[src/rtl/i2c_regfront.sv]
module i2c_regfront #(
  parameter int ADDR_W   = 5,
  parameter int OFF_OWN  = 'h00,
  parameter int OFF_DIV  = 'h04,
  parameter int OFF_CTRL = 'h08,
  parameter int OFF_STAT = 'h0C,
  parameter int OFF_DATA = 'h10,
  parameter int OFF_FILT = 'h14
) (
  input  logic              clk,
  input  logic              rst_n,
  input  logic              bus_sel,
  input  logic              bus_wr,
  input  logic [ADDR_W-1:0] bus_addr,
  input  logic [7:0]        bus_wdata,
  output logic [7:0]        bus_rdata,
  output logic              irq,
  input  logic              eng_active,
  output logic              eng_req,
  input  logic              eng_valid,
  input  logic [7:0]        eng_byte
);
  localparam int C_EN   = 7;
  localparam int C_IE   = 6;
  localparam int C_TX   = 4;
  localparam int S_BUSY = 5;
  localparam int S_PEND = 1;
  localparam int S_RACK = 0;
  localparam logic [7:0] CTRL_RMASK = 8'hF9;

  logic [7:0] ctrl_q, stat_q, div_q, filt_q, buf_q;
  logic       rx_wait_q;

  wire rd = bus_sel && !bus_wr;
  wire wr = bus_sel && bus_wr;
  wire hit_div  = bus_addr == ADDR_W'(OFF_DIV);
  wire hit_ctrl = bus_addr == ADDR_W'(OFF_CTRL);
  wire hit_stat = bus_addr == ADDR_W'(OFF_STAT);
  wire hit_data = bus_addr == ADDR_W'(OFF_DATA);
  wire hit_filt = bus_addr == ADDR_W'(OFF_FILT);
  wire hit_own  = bus_addr == ADDR_W'(OFF_OWN);

  wire rd_data = rd && hit_data;
  wire rx_ok   = ctrl_q[C_EN] && stat_q[S_BUSY] && eng_active && !ctrl_q[C_TX];
  wire rx_done = eng_valid && rx_wait_q;

  assign eng_req = rd_data && rx_ok && !rx_wait_q;
  assign irq     = ctrl_q[C_IE] && stat_q[S_PEND];

  always_comb begin
    if (hit_own)       bus_rdata = 8'h00;
    else if (hit_div)  bus_rdata = div_q;
    else if (hit_ctrl) bus_rdata = ctrl_q & CTRL_RMASK;
    else if (hit_stat) bus_rdata = stat_q;
    else if (hit_data) bus_rdata = buf_q;
    else if (hit_filt) bus_rdata = filt_q;
    else               bus_rdata = 8'hFF;
  end

  always_ff @(posedge clk or negedge rst_n) begin
    if (!rst_n) begin
      ctrl_q    <= '0;
      stat_q    <= '0;
      div_q     <= '0;
      filt_q    <= '0;
      buf_q     <= '0;
      rx_wait_q <= 1'b0;
    end else begin
      if (wr && hit_ctrl) ctrl_q <= bus_wdata;
      if (wr && hit_div)  div_q  <= bus_wdata;
      if (wr && hit_filt) filt_q <= bus_wdata;
      if (wr && hit_stat)
        stat_q <= {bus_wdata[7:2], bus_wdata[S_PEND] & stat_q[S_PEND], bus_wdata[S_RACK]};
      if (rx_done) begin
        stat_q[S_PEND] <= 1'b1;
        stat_q[S_RACK] <= 1'b0;
        buf_q          <= eng_byte;
      end else if (rd_data && !rx_wait_q && !rx_ok) begin
        buf_q <= 8'hFF;
      end
      if (eng_req)      rx_wait_q <= 1'b1;
      else if (rx_done) rx_wait_q <= 1'b0;
    end
  end
endmodule


[config.mk]
export PLATFORM = sky130hd
export DESIGN_NAME = i2c_regfront
export DESIGN_NICKNAME = d
export VERILOG_FILES = /design/src/rtl/i2c_regfront.sv
export SDC_FILE = /design/constraint.sdc
export NUM_CORES = 1
export LEC_CHECK = 0
export BUFFER_PORTS_ARGS = -buffer_cell sky130_fd_sc_hd__buf_2
export CORE_AREA = 2 2 68 70
export DETAILED_ROUTE_END_ITERATION = 7
export DIE_AREA = 0 0 70 72
export PLACE_DENSITY = 0.74
export SLEW_MARGIN = 25
export SYNTH_ARGS = -nofsm -noshare
export SYNTH_HDL_FRONTEND = slang
export SYNTH_SLANG_ARGS = --single-unit
[constraint.sdc]
create_clock -name clk -period 1.8 [get_ports clk]
set_input_delay 0.27 -clock clk [delete_from_list [all_inputs] [get_ports clk]]
set_output_delay 0.27 -clock clk [all_outputs]
set_load 0.05 [all_outputs]
# After elaboration in Yosys (flattened, before gate mapping)
# Index checks and enable logic that the tools add are counted.
[word_totals]
output_inout_bits = 10
inputBits = 27
elab_cells = 49
reg_bits = 41
[classes]
muxes = 12
reduce_logical = 24
eq_ne = 5
n_bitwise = 1
[ops]
columns = ["cell", "n"]
rows = [
  ["2-to-1 mux 8 bit", 8],
  ["logical AND 1 bit", 16],
  ["== test 5 x 4 -> 1 bit (second input constant)", 2],
  ["== test 5 bit (second input constant)", 2],
  ["nonzero test 2 bit", 3],
  ["== test 5 x 3 -> 1 bit (second input constant)", 1],
  ["zero test 5 bit", 1],
  ["zero test 1 bit", 4],
  ["2-to-1 mux 2 bit", 2],
  ["2-to-1 mux 1 bit", 2],
  ["AND 1 bit", 1],
]

# Logic depth before layout (Yosys ltp)
[depth]
ltp_word = 7
mapped_depth = 5
depth_no_buf = 3

# Worst setup path after synthesis
# OpenSTA, ideal clock, no wires.
[synth_path]
path_type = "input to output"
startpoint = "input bus_addr[4]"
endpoint = "output eng_req"
stages = 4
required_ns = 1.530
n_path_buf = 2
arrival_time_ns = 2.289
setup_slack_ns = -0.759
path_cell_list = "buf_2 -> or4b_1 -> clkbuf_1 -> nor3b_1"
[synth_between]
elab_chain_len = 4
[synth_lines]
columns = ["element", "line", "rtl"]
rows = [
  ["start: declaration", "14", "input logic [ADDR_W-1:0] bus_addr,"],
  ["== test 5 bit", "39", "wire hit_data = bus_addr == ADDR_W'(OFF_DATA);"],
  ["logical AND 1 bit", "43", "wire rd_data = rd && hit_data;"],
  ["logical AND 1 bit (2 in series)", "47", "assign eng_req = rd_data && rx_ok && !rx_wait_q;"],
  ["end: declaration", "19", "output logic eng_req,"],
]
# No other way between the ends.

# Worst setup path after layout
[layout_path]
startpoint = "input bus_addr[1]"
endpoint = "output bus_rdata[6]"
[layout_between]
elab_chain_len = 7
elab_cells_between_ends = 12
cone_classes = "eq/ne: 5; mux: 6; reduce/logical: 1"
[layout_lines]
columns = ["element", "line", "rtl"]
rows = [
  ["== test 5 bit", "40", "wire hit_filt = bus_addr == ADDR_W'(OFF_FILT);"],
  ["2-to-1 mux 8 bit", "56", "else if (hit_filt) bus_rdata = filt_q;"],
  ["2-to-1 mux 8 bit", "55", "else if (hit_data) bus_rdata = buf_q;"],
  ["2-to-1 mux 8 bit", "54", "else if (hit_stat) bus_rdata = stat_q;"],
  ["2-to-1 mux 8 bit", "53", "else if (hit_ctrl) bus_rdata = ctrl_q & CTRL_RMASK;"],
  ["2-to-1 mux 8 bit", "52", "else if (hit_div) bus_rdata = div_q;"],
  ["2-to-1 mux 8 bit (*)", "51", "if (hit_own) bus_rdata = 8'h00;"],
  ["end: declaration", "16", "output logic [7:0] bus_rdata,"],
]
# Every way passes the cells marked *; elsewhere a longest branch is shown, timed or not.

==> metrics.txt <==
count of mapped cells out of synthesis 182; violations in the final reports negative setup slack; CTS tree built; share of post-route cells with drive strength above 1 56.92%; # port buffers 36; clock-pin slew on the worst setup and hold paths 0.07 ns; Final Wtd Congestion 0.8176; detailed-route DRC error count 0; unrepaired setup endpoints after global routing yes; Hold Slack 0.01954 ns; WL final 5550 um; met3 routed WL 228 um; CTS buffer count 5; minimum setup slack after placement -0.2572 ns; routed metal-1 wirelength 2397 um; Yosys warnings 0; most used flip-flop cell after synthesis sky130_fd_sc_hd__dfrtp_1; worst reg2reg path startpoint rx_wait_q; number of vias after detailed routing 1729; min-delay worst type in -> async; width of the die 70 um; Die H 72 um; Routed met2 length 2769 um; final setup violating endpoints 4; starting utilization of the core area 47.15%; number of antenna violations at the first check in global routing 0; setup slack, reg-to-reg 0.50 ns; mean cell area of the mapped netlist 11.05 um2; count of TritonRoute iterations in the first routing pass 4; area share of the largest cell type after synthesis 48.54%; Worst slew margin 67.48%; GRT overflow 0; Wirelength per Cell 18.20 um; die area 0.005040 mm2; number of diodes 0; placed cell areas 0.002587 mm2; top routing layer in use met4; post-route clock period utilization 103.3%; Critical Path Sink Type output pin; cell area after synthesis 0.002011 mm2; maximum clock rate 537.8 MHz; final-stage net count 280; number of distinct library cells after synthesis 36; Skew-Pair Late Insertion Delay 0.29 ns; number of buffers on the longest clock path 2; length in cells of the worst reg-to-reg path 4; capture point of the worst reg-to-reg path buf_q[4]; number of sinks on the clock net 39; maximum ir drop on the vdd rail 0.4446 mV; final standard cell area without fillers 0.002992 mm2; overall global routing resource usage 22.77%; first-pass GRT wire length 8811 um; initial DRC count 53; run status finished, violations left; leading area contributor after synthesis sky130_fd_sc_hd__dfrtp_1; final hold violation count 0; clock root buffer sky130_fd_sc_hd__clkbuf_8; transition at the pin with the smallest max-transition slack 0.4878 ns; IO Pins 37; type of element launching the critical path input pin; worst-path maximum fanout 7; placed cell count 292; proportion of synthesized flip-flops having asynchronous set or reset 100.0%; top cells by area, synth sky130_fd_sc_hd__dfrtp_1, sky130_fd_sc_hd__mux2_2, sky130_fd_sc_hd__nor2_1, sky130_fd_sc_hd__o21ai_0, sky130_fd_sc_hd__a311oi_1; max-capacitance violation count 0; post-synthesis register bit count 39; static leakage 1.363 nW; Area growth syn-to-layout 48.79%; Arr. time, crit path 1.59 ns; ANT nets after route 0; number of hold buffers added after CTS 0; DPL Wire Length 3934 um; max-slew violation count 0; sequential cell area fraction in the yosys report 48.54%; Setup CP Type in -> out; total power density per cell area 718.9 mW/mm2; CTS H-tree lvls 2; most frequent cells after synthesis sky130_fd_sc_hd__dfrtp_1, sky130_fd_sc_hd__mux2_2, sky130_fd_sc_hd__nor2_1, sky130_fd_sc_hd__o21ai_0, sky130_fd_sc_hd__a21oi_1; worst clock skew 0.009615 ns; pin count of the biggest net entering global routing 40; non-filler instance count after layout 305; Post-synth EDFFs 0; row count 24; via-per-instance ratio 5.669; Required @ worst endpoint 1.53 ns; vias in the first global route 1801; min setup slack post-route -0.05942 ns; area of the placeable core 0.004264 mm2; Min Clock Period, post-route 1.859 ns; most repeated cell in the gate-level netlist after synthesis sky130_fd_sc_hd__dfrtp_1; nets in the synthesized netlist 209
-- flip-flops by register name, indices dropped and copies added, names as in the netlist --
signal	count
rx_wait_q	1
stat_q	8
filt_q	8
ctrl_q	6
div_q	8
buf_q	8
-- cell families (layout without fill, tap and decap cells) --
| logic type | count (synthesis) | count (layout) | synth area share (%) |
|---|---|---|---|
| and+or+nand+nor | 64 | 64 | 19.73 |
| DFF | 39 | 39 | 48.54 |
| AOI/OAI and AO/OA | 38 | 38 | 12.57 |
| muxes | 29 | 29 | 16.18 |
| buffers and inverters | 12 | 83 | 2.987 |
-- final cells by class --
cell class,count,area (um2)
inverters,2,7.507
clock inverters,1,5.005
flip-flops and latches,39,975.9
repair buffers,74,599.3
well taps,52,65.06
clock buffers,6,82.58
fillers,309,1272
multi-input cells,131,1256
-- power breakdown --
part / switching [mW] / leakage, nW / internal [mW] / total (mW)
logic: 0.236 / 0.802 / 0.237 / 0.473
clock network: 0.295 / 0.0470 / 0.301 / 0.595
registers: 0.0849 / 0.514 / 0.997 / 1.08
-- cells in the final DEF (no fill, tap or decap), types with 3 or more instances in the layout --
cell type	netlist	routed
sky130_fd_sc_hd__o21ai_0	12	4
sky130_fd_sc_hd__nor3_2	0	4
sky130_fd_sc_hd__o32ai_4	0	4
sky130_fd_sc_hd__o21ai_1	0	4
sky130_fd_sc_hd__nand2_1	8	8
sky130_fd_sc_hd__buf_12	0	4
sky130_fd_sc_hd__o21ai_2	0	3
sky130_fd_sc_hd__a21oi_1	9	9
sky130_fd_sc_hd__mux2_2	28	28
sky130_fd_sc_hd__buf_2	3	22
sky130_fd_sc_hd__nand2b_1	3	3
sky130_fd_sc_hd__nor2_1	19	19
sky130_fd_sc_hd__nor3_4	2	3
sky130_fd_sc_hd__a311oi_4	0	6
sky130_fd_sc_hd__dfrtp_1	39	39
sky130_fd_sc_hd__buf_6	1	11
sky130_fd_sc_hd__clkbuf_8	0	6
sky130_fd_sc_hd__buf_4	1	36
sky130_fd_sc_hd__and2_1	8	8
sky130_fd_sc_hd__nor3_1	8	3
-- worst max-delay path, stage by stage --
cell and delay (ns):
sky130_fd_sc_hd__buf_12 0.11, sky130_fd_sc_hd__or4b_4 0.60, sky130_fd_sc_hd__nor3_2 0.23, sky130_fd_sc_hd__buf_4 0.16, sky130_fd_sc_hd__a311oi_4 0.04, sky130_fd_sc_hd__buf_6 0.18
-- layer usage --
metal / GRT usage [%] / vias to the layer above
met5: 0 / -
met4: 9.402 / 0
met3: 4.444 / 15
met2: 37.67 / 47
met1: 29.66 / 856
li1: - / 811
-- per-stage QoR --
| step | TNS [ns] | total power [mW] | utilization [%] |
|---|---|---|---|
| 3_5_place_dp | -2.944 | 1.488 | 60.68 |
| 6_report | -0.1719 | 2.151 | 70.16 |
| 5_1_grt | -0.3698 | 2.245 | 70.16 |
| 2_1_floorplan | -0.3214 | 1.328 | - |
| 4_1_cts | -0.1164 | 2.140 | 67.96 |
| 3_3_place_gp | -2.303 | 1.464 | 60.68 |
-- timing repair --
item                       CTS  global route
setup endpoints to repair    9             9
resized for setup           44            13
pin swaps                    5             5
setup buffers                3             3
-- worst max path at each step --
| stage | startpoint | end | slack, ns | cells past startpoint |
|---|---|---|---|---|
| global placement | bus_addr[1] | eng_req | -0.21 | 5 |
| finish | bus_addr[1] | bus_rdata[6] | -0.06 | 6 |
| detailed placement | bus_addr[1] | bus_rdata[3] | -0.26 | 4 |
| global route | bus_addr[1] | bus_rdata[6] | -0.08 | 6 |
| floorplan | bus_addr[4] | bus_rdata[3] | -0.05 | 4 |
| CTS | bus_addr[3] | bus_rdata[2] | -0.04 | 5 |
Note: power is estimated with default switching activity, not from simulation.
